**src/rtl/secded_pkg.sv**
```systemverilog
`timescale 1ns/1ps
package secded_pkg;

    localparam int DATA_W  = 64;
    localparam int TAG_W   = 16;

    function automatic int ham_bits(input int n);
        int r;
        r = 1;
        while ((1 << r) < (n + r + 1)) r++;
        return r;
    endfunction

    localparam int HAM_W = ham_bits(DATA_W);
    localparam int CHK_W = HAM_W + 1;

    typedef logic [DATA_W-1:0] word_t;
    typedef logic [CHK_W-1:0]  chk_t;
    typedef logic [HAM_W-1:0]  syn_t;
    typedef logic [TAG_W-1:0]  tag_t;

    typedef enum logic [1:0] {
        OUT_CLEAN = 2'b00,
        OUT_FIXED = 2'b01,
        OUT_FATAL = 2'b10
    } outcome_e;

    typedef enum logic {
        TOP_ENC = 1'b0,
        TOP_DEC = 1'b1
    } test_op_e;

    typedef struct packed {
        word_t    data;
        outcome_e outcome;
    } dec_res_t;

    // Code position of data bit idx: positions 3,5,6,7,9,... (powers of two skipped)
    function automatic int data_pos(input int idx);
        int pos;
        int cnt;
        pos = 2;
        cnt = -1;
        while (cnt < idx) begin
            pos++;
            if ((pos & (pos - 1)) != 0) cnt++;
        end
        return pos;
    endfunction

    // Data bits covered by Hamming check bit k
    function automatic word_t cover_mask(input int k);
        word_t m;
        m = '0;
        for (int i = 0; i < DATA_W; i++) begin
            if (((data_pos(i) >> k) & 1) == 1) m[i] = 1'b1;
        end
        return m;
    endfunction

endpackage

```
**src/rtl/secded_encoder.sv**
```systemverilog
`timescale 1ns/1ps
module secded_encoder
    import secded_pkg::*;
(
    input  word_t data,
    output chk_t  chk
);
    syn_t ham;

    for (genvar k = 0; k < HAM_W; k++) begin : g_ham
        localparam word_t MASK = cover_mask(k);
        assign ham[k] = ^(data & MASK);
    end

    assign chk = {(^data) ^ (^ham), ham};
endmodule

```
**src/rtl/secded_decoder.sv**
```systemverilog
`timescale 1ns/1ps
module secded_decoder
    import secded_pkg::*;
(
    input  word_t    data,
    input  chk_t     chk,
    output dec_res_t res
);
    chk_t  calc;
    syn_t  syn;
    word_t hit;
    logic  par_err;
    logic  syn_zero;
    logic  syn_chk;
    logic  data_hit;

    secded_encoder u_recalc (
        .data (data),
        .chk  (calc)
    );

    assign syn      = chk[HAM_W-1:0] ^ calc[HAM_W-1:0];
    assign par_err  = ^{data, chk};
    assign syn_zero = (syn == '0);
    assign syn_chk  = $onehot(syn);

    for (genvar i = 0; i < DATA_W; i++) begin : g_hit
        localparam syn_t POS = syn_t'(data_pos(i));
        assign hit[i] = (syn == POS);
    end

    assign data_hit = |hit;

    always_comb begin
        res.data    = data;
        res.outcome = OUT_FATAL;
        if (!par_err && syn_zero) begin
            res.outcome = OUT_CLEAN;
        end else if (par_err && (syn_zero || syn_chk)) begin
            res.outcome = OUT_FIXED;
        end else if (par_err && data_hit) begin
            res.outcome = OUT_FIXED;
            res.data    = data ^ hit;
        end
    end
endmodule

```
**src/rtl/secded_status.sv**
```systemverilog
`timescale 1ns/1ps
module secded_status
    import secded_pkg::*;
(
    input  logic     clk,
    input  logic     rst,
    input  logic     upd,
    input  outcome_e outcome_in,
    output outcome_e status
);
    always_ff @(posedge clk) begin
        if (rst) begin
            status <= OUT_CLEAN;
        end else if (upd) begin
            status <= outcome_in;
        end
    end
endmodule

```
**src/rtl/secded_engine.sv**
```systemverilog
`timescale 1ns/1ps
module secded_engine
    import secded_pkg::*;
(
    input  logic              clk,
    input  logic              rst,
    input  logic              cfg_err_sel,
    input  logic              wr_valid,
    input  logic [DATA_W-1:0] wr_data,
    input  logic              rd_valid,
    input  logic [DATA_W-1:0] rd_data,
    input  logic [CHK_W-1:0]  rd_chk,
    input  logic [TAG_W-1:0]  rd_tag,
    input  logic              tm_en,
    input  logic              tm_op,
    input  logic              tm_valid,
    input  logic [DATA_W-1:0] tm_data,
    input  logic [CHK_W-1:0]  tm_chk,
    output logic              enc_valid,
    output logic [DATA_W-1:0] enc_data,
    output logic [CHK_W-1:0]  enc_chk,
    output logic              dec_valid,
    output logic [DATA_W-1:0] dec_data,
    output logic [TAG_W-1:0]  dec_tag,
    output logic              err_pin,
    output logic [1:0]        status
);
    test_op_e op;
    logic     enc_go;
    logic     dec_go;
    word_t    enc_src;
    word_t    dec_src;
    chk_t     dec_src_chk;
    chk_t     enc_calc;
    dec_res_t dec_res;
    logic     err_now;
    outcome_e status_q;

    assign op          = test_op_e'(tm_op);
    assign enc_go      = tm_en ? (tm_valid && op == TOP_ENC) : wr_valid;
    assign dec_go      = tm_en ? (tm_valid && op == TOP_DEC) : rd_valid;
    assign enc_src     = tm_en ? tm_data : wr_data;
    assign dec_src     = tm_en ? tm_data : rd_data;
    assign dec_src_chk = tm_en ? tm_chk  : rd_chk;

    secded_encoder u_enc (
        .data (enc_src),
        .chk  (enc_calc)
    );

    secded_decoder u_dec (
        .data (dec_src),
        .chk  (dec_src_chk),
        .res  (dec_res)
    );

    assign err_now = cfg_err_sel ? (dec_res.outcome == OUT_FIXED)
                                 : (dec_res.outcome == OUT_FATAL);

    always_ff @(posedge clk) begin
        if (rst) begin
            enc_valid <= 1'b0;
            enc_data  <= '0;
            enc_chk   <= '0;
        end else begin
            enc_valid <= enc_go;
            if (enc_go) begin
                enc_data <= enc_src;
                enc_chk  <= enc_calc;
            end
        end
    end

    always_ff @(posedge clk) begin
        if (rst) begin
            dec_valid <= 1'b0;
            dec_data  <= '0;
            dec_tag   <= '0;
            err_pin   <= 1'b0;
        end else begin
            dec_valid <= dec_go;
            err_pin   <= dec_go && err_now;
            if (dec_go) begin
                dec_data <= dec_res.data;
                dec_tag  <= tm_en ? '0 : rd_tag;
            end
        end
    end

    secded_status u_status (
        .clk        (clk),
        .rst        (rst),
        .upd        (dec_go),
        .outcome_in (dec_res.outcome),
        .status     (status_q)
    );

    assign status = status_q;
endmodule

```
**config.mk**
```make
export PLATFORM = sky130hd
export DESIGN_NAME = secded_engine
export DESIGN_NICKNAME = d
export VERILOG_FILES = /design/src/rtl/secded_pkg.sv /design/src/rtl/secded_encoder.sv /design/src/rtl/secded_decoder.sv /design/src/rtl/secded_status.sv /design/src/rtl/secded_engine.sv
export SDC_FILE = /design/constraint.sdc
export NUM_CORES = 1
export LEC_CHECK = 0
export BUFFER_PORTS_ARGS = -buffer_cell sky130_fd_sc_hd__buf_4
export CORE_MARGIN = 4
export CORE_UTILIZATION = 45
export DETAILED_ROUTE_END_ITERATION = 16
export MAX_ROUTING_LAYER = met4
export PLACE_DENSITY = 0.71
export REMOVE_ABC_BUFFERS = 1
export SLEW_MARGIN = 30
export SYNTH_ARGS = -nofsm -noshare
export SYNTH_HDL_FRONTEND = slang
export SYNTH_HIERARCHICAL = 1
export SYNTH_SLANG_ARGS = --single-unit
```
**constraint.sdc**
```tcl
create_clock -name clk -period 12.7 [get_ports clk]
set_input_delay 0.635 -clock clk [delete_from_list [all_inputs] [get_ports clk]]
set_output_delay 0.635 -clock clk [all_outputs]
set_load 0.02 [all_outputs]
```
## Word level (Yosys, flattened, before mapping)

Index checks and enable logic that the tools add are counted.

- Output and inout port bits: 157
- Register bits after elaboration: 157
- Input port bits: 232
- Logic and storage cells: 124

- Bitwise logic cells: 4
- Equality and inequality tests: 67
- Reduce and logical (&&, ||, !) cells: 27
- $add $sub $neg: 6
- Mux-type cells: 12

Operators by type and width:

| cell | count |
|---|---|
| 64-bit parity | 15 |
| 64-bit 2-to-1 mux | 4 |
| 7-bit by 6-bit == test with 1-bit output (second input constant) | 31 |
| 7-bit by 5-bit == test with 1-bit output (second input constant) | 15 |
| 72-bit parity | 1 |
| 66-bit 2-to-1 mux | 1 |
| 64-bit OR reduction | 1 |
| 64-bit bitwise XOR | 1 |
| 7-bit by 4-bit == test with 1-bit output (second input constant) | 7 |
| 7-bit == test (second input constant) | 7 |
| 7-bit by 3-bit == test with 1-bit output (second input constant) | 3 |
| 16-bit 2-to-1 mux | 1 |
| 8-bit 2-to-1 mux | 1 |
| 7-bit by 2-bit == test with 1-bit output (second input constant) | 1 |
| 7-bit zero test | 1 |
| 7-bit parity | 1 |
| 7-bit bitwise XOR | 1 |
| 1-bit by 1-bit adder with 2-bit output | 3 |
| 3-bit adder | 2 |
| 1-bit logical AND | 6 |
| 2-bit 2-to-1 mux | 2 |
| 3-bit by 1-bit adder with 3-bit output | 1 |
| 3-bit by 1-bit == test with 1-bit output (second input constant) | 1 |
| 1-bit 2-to-1 mux | 3 |
| 6 further kinds | 6 |

## Depth between registers and ports, before layout

Gate-level depths: netlist of the first run.

- Depth after elaboration: 14
- Mapped depth: 29
- Gate-level depth less buffers: 24

## Cells and area by module

The synthesis of the first run kept the hierarchy.

By module, submodules not included:

| module | area each (um2) | times used | cells an instance | seq. area each (um2) |
|---|---|---|---|---|
| secded_engine | 8177.8 | 1 | 826 | 3103.0 |
| secded_encoder | 1300.0 | 2 | 116 | 0.0 |
| secded_decoder | 2549.9 | 1 | 323 | 0.0 |
| secded_status | 67.6 | 1 | 6 | 40.0 |

## Worst setup path before layout of the first run

Ideal clock, no wire load.

- Path kind: input-to-reg
- Start: input port tm_en
- End: register dec_data[45]
- Stages on the path: 29
- Setup time: 0.132 ns
- Arrival time: 6.535 ns
- Slack: 6.033 ns
- Required time: 12.568 ns
- Buffers on the path: 5
- Path through: buf_6 > buf_6 > buf_6 > buf_6 > mux2_2 > xnor2_1 > xnor3_1 > xnor2_1 > xnor3_1 > xnor2_1 > xnor2_2 > inv_2 > ha_1 > inv_1 > ha_1 > inv_1 > fa_1 > inv_1 > ha_1 > fa_1 > xor2_1 > nor3b_1 > nor2_1 > nand2_1 > buf_2 > nor3_2 > xor2_1 > o21ai_0 > a21oi_1

RTL lines:

| item | RTL line | source |
|---|---|---|
| start: declaration | secded_engine.sv:14 | `input logic tm_en,` |
| end signal: assignment | secded_engine.sv:84 | `dec_data <= dec_res.data;` |
| end: declaration | secded_engine.sv:23 | `output logic [DATA_W-1:0] dec_data,` |

==> metrics.yaml, run 1 <==
outcome:
  outcome: "finished, final reports clean"
worst_setup_path:
  endpoint_kind: "flop"
  reg2reg_from: "enc_data[30]"
  crit_slowest_cell: "nand3_1"
  worstReg2RegEnd: "enc_data[30]"
  crit_required_ps: 13050
  crit_fanout: 75
  rr_worst_depth: 2
  path_class: "input port to flop"
  slowest_delay_ps: 730
  worstSetupStartpointType: "input port"
  cp_data_arrival_time_ps: 8130
  r2r_setup_slack_ps: 11840
floorplan:
  start_util_pct: 46.0
  rows: 62
  die_width_um: 180
  die-area_mm2: 0.0324
  fp.dieH_um: 180
  ios: 389
  core_area_mm2: 0.0289
clock_network:
  clk_pin_slew_ps: 70
  cts.htree.levels: 4
  clockBufferDepth: 2
  clk_latency_ps: 440
  cts-buffers-inserted: 17
  cts_resized: 0
  post_cts_buffers: 0
  cts_tree: "built"
  hold_buffers: 0
  cts_sinks: 157
  cts_root_buf: "clkbuf_16"
grt:
  grt_max_degree: 76
  track_usage_pct: 29.4
  grt_pass1_vias: 11800
  overflow: 0
  antenna_found_initial: 0
  grt_pass1_wl_um: 72600
detailed_routing:
  drt_iter0_markers: 1261
  drcViolationCount: 0
  viasPerCell: 5.65
  drtPass1Iterations: 5
  vias: 11800
  drt-total-wl_um: 48700
  antenna_left: 0
  post_drt_wl_per_cell_um: 23.4
sta:
  fin_worst_skew_ps: 0
  fin_setup_tns_ps: 0
  finalSetupViolations: 0
  worstMarginPinSlew_ps: 1000
  hold_violations: 0
  slew_headroom_pct: 33.1
  finalMaxSlewViolations: 0
  period_minus_slack_ps: 7780
  grt_setup_unrepaired: "no"
  fmax_mhz: 129
  period_share_pct: 61.2
flow_run:
  drv_cap: 0
min_path:
  min_to: "dec_tag[2]"
  hp-start: "rd_tag[2]"
  hold_path_class: "input port to flop"
  min_path_cells: 2
final_layout:
  multi_input_area_mm2: 0.00946
  fillers: 2540
  drive_gt1_share_pct: 41.6
  final_nets: 1930
  area_growth_pct: 25.5
  diodes: 0
  final-seq-area_mm2: 0.00314
power:
  peakVddDrop_mv: 0.695
  power_density_mw_per_mm2: 296
  p_switching_mw: 2.80
  power.internal_mw: 2.15
  seq_power_share_pct: 11.7
  total_power_mw: 4.95
  p_clk_share_pct: 10.2
  comb_power_share_pct: 78.2
  power.leakage_nw: 6.84
  swShare_pct: 56.6
yosys:
  syn_area_mm2: 0.0133
  yosys_warnings: 6
  syn_area_per_cell_um2: 9.63
  syn_inst: 1382
place:
  numPortBuffers: 388
  dp_hpwl_um: 37000
  gp_congestion: 0.987
stage by stage:
stage               hold WS (ps)  setup WS (ps)  cells  instance area, um^2  util [%]
finish                       417           4920   2085                16700      57.7
global route                 410           4460   2085                16700      57.7
CTS                          401           4820   2084                16700      57.6
detailed placement           459           4420   2052                16100      55.7
global placement             456           4270   2052                16100      55.7
floorplan                    537           5590   1270                12600         -
worst max-delay path by stage:
stage	start	to	slack, ps	cells past startpoint
after floorplan	tm_en	err_pin	5590	11
after global placement	tm_en	dec_data[23]	4270	26
after detailed placement	tm_en	dec_data[22]	4420	26
after CTS	tm_en	dec_data[22]	4820	26
after global routing	tm_en	dec_data[22]	4460	26
final	tm_en	dec_data[22]	4920	26
critical path, delay by kind of cell:
| kind | cells | cell delay, ps |
|---|---|---|
| buf+inv | 6 | 1160 |
| compound gates | 2 | 320 |
| xor+xnor | 8 | 2240 |
| simple gates | 4 | 1440 |
| mux | 1 | 540 |
| fa+ha+maj | 5 | 1720 |
cell usage in the layout, fill, tap and decap left out, drive strengths merged, types with 3 or more instances in the layout:
cell type / count
ha: 8
xnor3: 31
buf: 399
a31oi: 3
nor2b: 3
nand2: 21
clkinvlp: 3
nor3: 195
nand3b: 66
xnor2: 234
xor3: 5
o21ai: 82
a22o: 16
xor2: 98
dfxtp: 157
a211oi: 3
nand3: 16
nor2: 19
mux2: 136
clkinv: 5
inv: 17
a21oi: 140
mux2i: 3
clkbuf: 19
layer usage:
layer | routed length (um) | global-route usage, % | vias to the layer above
met1 | 20800 | 38.2 | 5727
met4 | 1220 | 8.05 | 0
met3 | 3400 | 5.13 | 80
met5 | 0 | - | -
met2 | 23300 | 47.3 | 547
li1 | - | - | 5433
sequential cells by signal (all words and copies together), names as in the netlist:
name and cells:
u_status/status 2, dec_valid 1, enc_data 64, enc_chk 8
dec_data 64, err_pin 1, dec_tag 16, enc_valid 1
power groups by stage:
stage / sequential (mW) / clock (mW) / combinational [mW]
final: 0.576 / 0.502 / 3.87
after global routing: 0.582 / 0.526 / 4.20
after CTS: 0.576 / 0.506 / 3.81
after detailed placement: 0.586 / 0 / 3.78
after global placement: 0.586 / 0 / 3.79
after floorplan: 0.638 / 0 / 2.50
area by class of cell:
cell class	count	area share [%]
multi-input combinational	1101	56.6
inverter	12	0.270
timing repair buffer	399	18.1
sequential	157	18.8
tap	384	2.88
clock inverter	13	0.637
clock buffer	19	2.65
(Power assumes the default switching activity.)
==> inputs of run 2 (changes only) <==
Settings changed: ABC_AREA from default to 1, PLACE_DENSITY 0.71 to 0.7.
Clock period 12.7 ns to 7 ns, I/O delays scaled along.
==> run 2 against run 1 <==
  * Flip-flop and latch count is the same
  * Combinational power shrank 4%
  * Critical path depth grew 13
  * Synthesized area grew 45%
  * Setup slack lost 3900 ps
  * Cell area grew 37%
  * First-iteration DRC count grew 64%
  * Power grew 16%
  * Cell count grew 120%
  * Clock skew is the same
  * Critical endpoint is now dec_data[40]
  * Largest cell class unchanged
  * Highest routed layer unchanged
==> metrics.yaml, run 2 <==
detailed_routing:
  antenna_left: 0
  wl_met2_um: 30400
  vias: 23000
  wl_met3_um: 4020
  drt_iter0_markers: 2065
  post_drt_wl_per_cell_um: 14.6
  drcViolationCount: 0
  viasPerCell: 5.03
  drtPass1Iterations: 7
  dr.max_layer_used: "met4"
  drt-total-wl_um: 66700
  wl_met1_um: 30600
worst_setup_path:
  crit_required_ps: 7380
  crit_fanout: 50
  rr_worst_depth: 3
  worstSetupStartpointType: "input port"
  cp-startpoint: "tm_en"
  endpoint_kind: "flop"
  slowest_delay_ps: 550
  crit_path_frequent_cell: "nand2_1"
  cp_data_arrival_time_ps: 6380
  r2r_setup_slack_ps: 6200
  path_class: "input port to flop"
  reg2reg_from: "dec_data[61]"
  worstReg2RegEnd: "dec_data[61]"
  crit_slowest_cell: "fa_1"
grt:
  track_usage_pct: 28.6
  overflow: 0
  grt_pass1_wl_um: 105000
  antenna_found_initial: 2
  grt_pass1_vias: 19900
  grt_max_degree: 98
floorplan:
  fp.dieH_um: 215
  ios: 389
  die-area_mm2: 0.0463
  rows: 75
  core_area_mm2: 0.0421
  die_width_um: 215
  start_util_pct: 45.8
clock_network:
  cts-buffers-inserted: 17
  cts.htree.levels: 4
  cts_tree: "built"
  post_cts_buffers: 0
  clk_pin_slew_ps: 70
  cts_sinks: 157
  clockBufferDepth: 2
  cts_root_buf: "clkbuf_16"
  cts_resized: 0
  clk_latency_ps: 490
  hold_buffers: 0
place:
  dp.cells: 4552
  gp_congestion: 0.945
  dpl-instance-area_mm2: 0.0222
  dp_hpwl_um: 51900
  place_ws_ps: 545
  numPortBuffers: 388
min_path:
  hold_path_class: "input port to flop"
  min_path_cells: 3
  min_to: "dec_tag[2]"
  hp-start: "rd_tag[2]"
final_layout:
  fin_area_mm2: 0.0228
  area_growth_pct: 18.3
  instances_no_fill: 4585
  largestRegisters: "dec_data (64), enc_data (64), dec_tag (16)"
  final_common_cell: "nand2_1"
  final_cell_mix: "nand2_1, buf_4, inv_1"
  final_nets: 4274
  utilization_pct: 54.2
  drive_gt1_share_pct: 15.4
sta:
  worstMarginPinSlew_ps: 967
  period_share_pct: 85.7
  fin_worst_skew_ps: 0
  slew_headroom_pct: 35.5
  finalMaxSlewViolations: 0
  fmax_mhz: 167
  worst_hold_slack_ps: 112
  hold_violations: 0
  finalSetupViolations: 0
  period_minus_slack_ps: 6000
  final.setup.worst_slack_ps: 1000
  grt_setup_unrepaired: "no"
  fin_setup_tns_ps: 0
power:
  power.leakage_nw: 14.1
  power_density_mw_per_mm2: 251
  total_power_mw: 5.74
  peakVddDrop_mv: 0.702
flow_run:
  drv_cap: 0
yosys:
  yosys_warnings: 6
  syn_area_per_cell_um2: 5.14
  syn_area_mm2: 0.0193
  syn_inst: 3755
outcome:
  outcome: "finished, final reports clean"
[run 2: power by group]
group	total [mW]	switching, mW	internal (mW)	leakage (nW)
clock	1.01	0.450	0.555	0.287
sequential	1.02	0.0449	0.976	1.30
combinational	3.71	2.59	1.12	12.6
total	5.74	3.09	2.65	14.1
[run 2: layer usage]
metal / up-vias / GRT usage, %
met4: 0 / 8.72
met3: 93 / 4.19
met5: - / -
li1: 12000 / -
met1: 10300 / 38.0
met2: 715 / 45.1
[run 2: critical path: cells and delay by family]
| family | cells | cell delay, ps |
|---|---|---|
| AO/OA/AOI/OAI | 2 | 410 |
| adder cells (fa/ha/maj) | 5 | 1810 |
| buffers and inverters | 11 | 1910 |
| AND/OR/NAND/NOR | 21 | 1870 |
[run 2: layout make-up]
type / count / area [um^2]
Fill cell: 4558 / 19300
Multi-Input combinational cell: 2974 / 13500
Sequential cell: 157 / 3140
Timing Repair Buffer: 412 / 3110
Inverter: 470 / 1770
Tap cell: 539 / 674
Clock buffer: 20 / 467
Clock inverter: 11 / 134
Antenna cell: 2 / 5.00
[run 2: worst max-delay path by stage]
stage	slack [ps]	end	cells after the start
floorplan	-2020	dec_data[46]	34
global placement	630	dec_data[38]	39
detailed placement	540	dec_data[40]	39
CTS	1080	dec_data[40]	39
global route	500	dec_data[52]	39
finish	1000	dec_data[40]	39
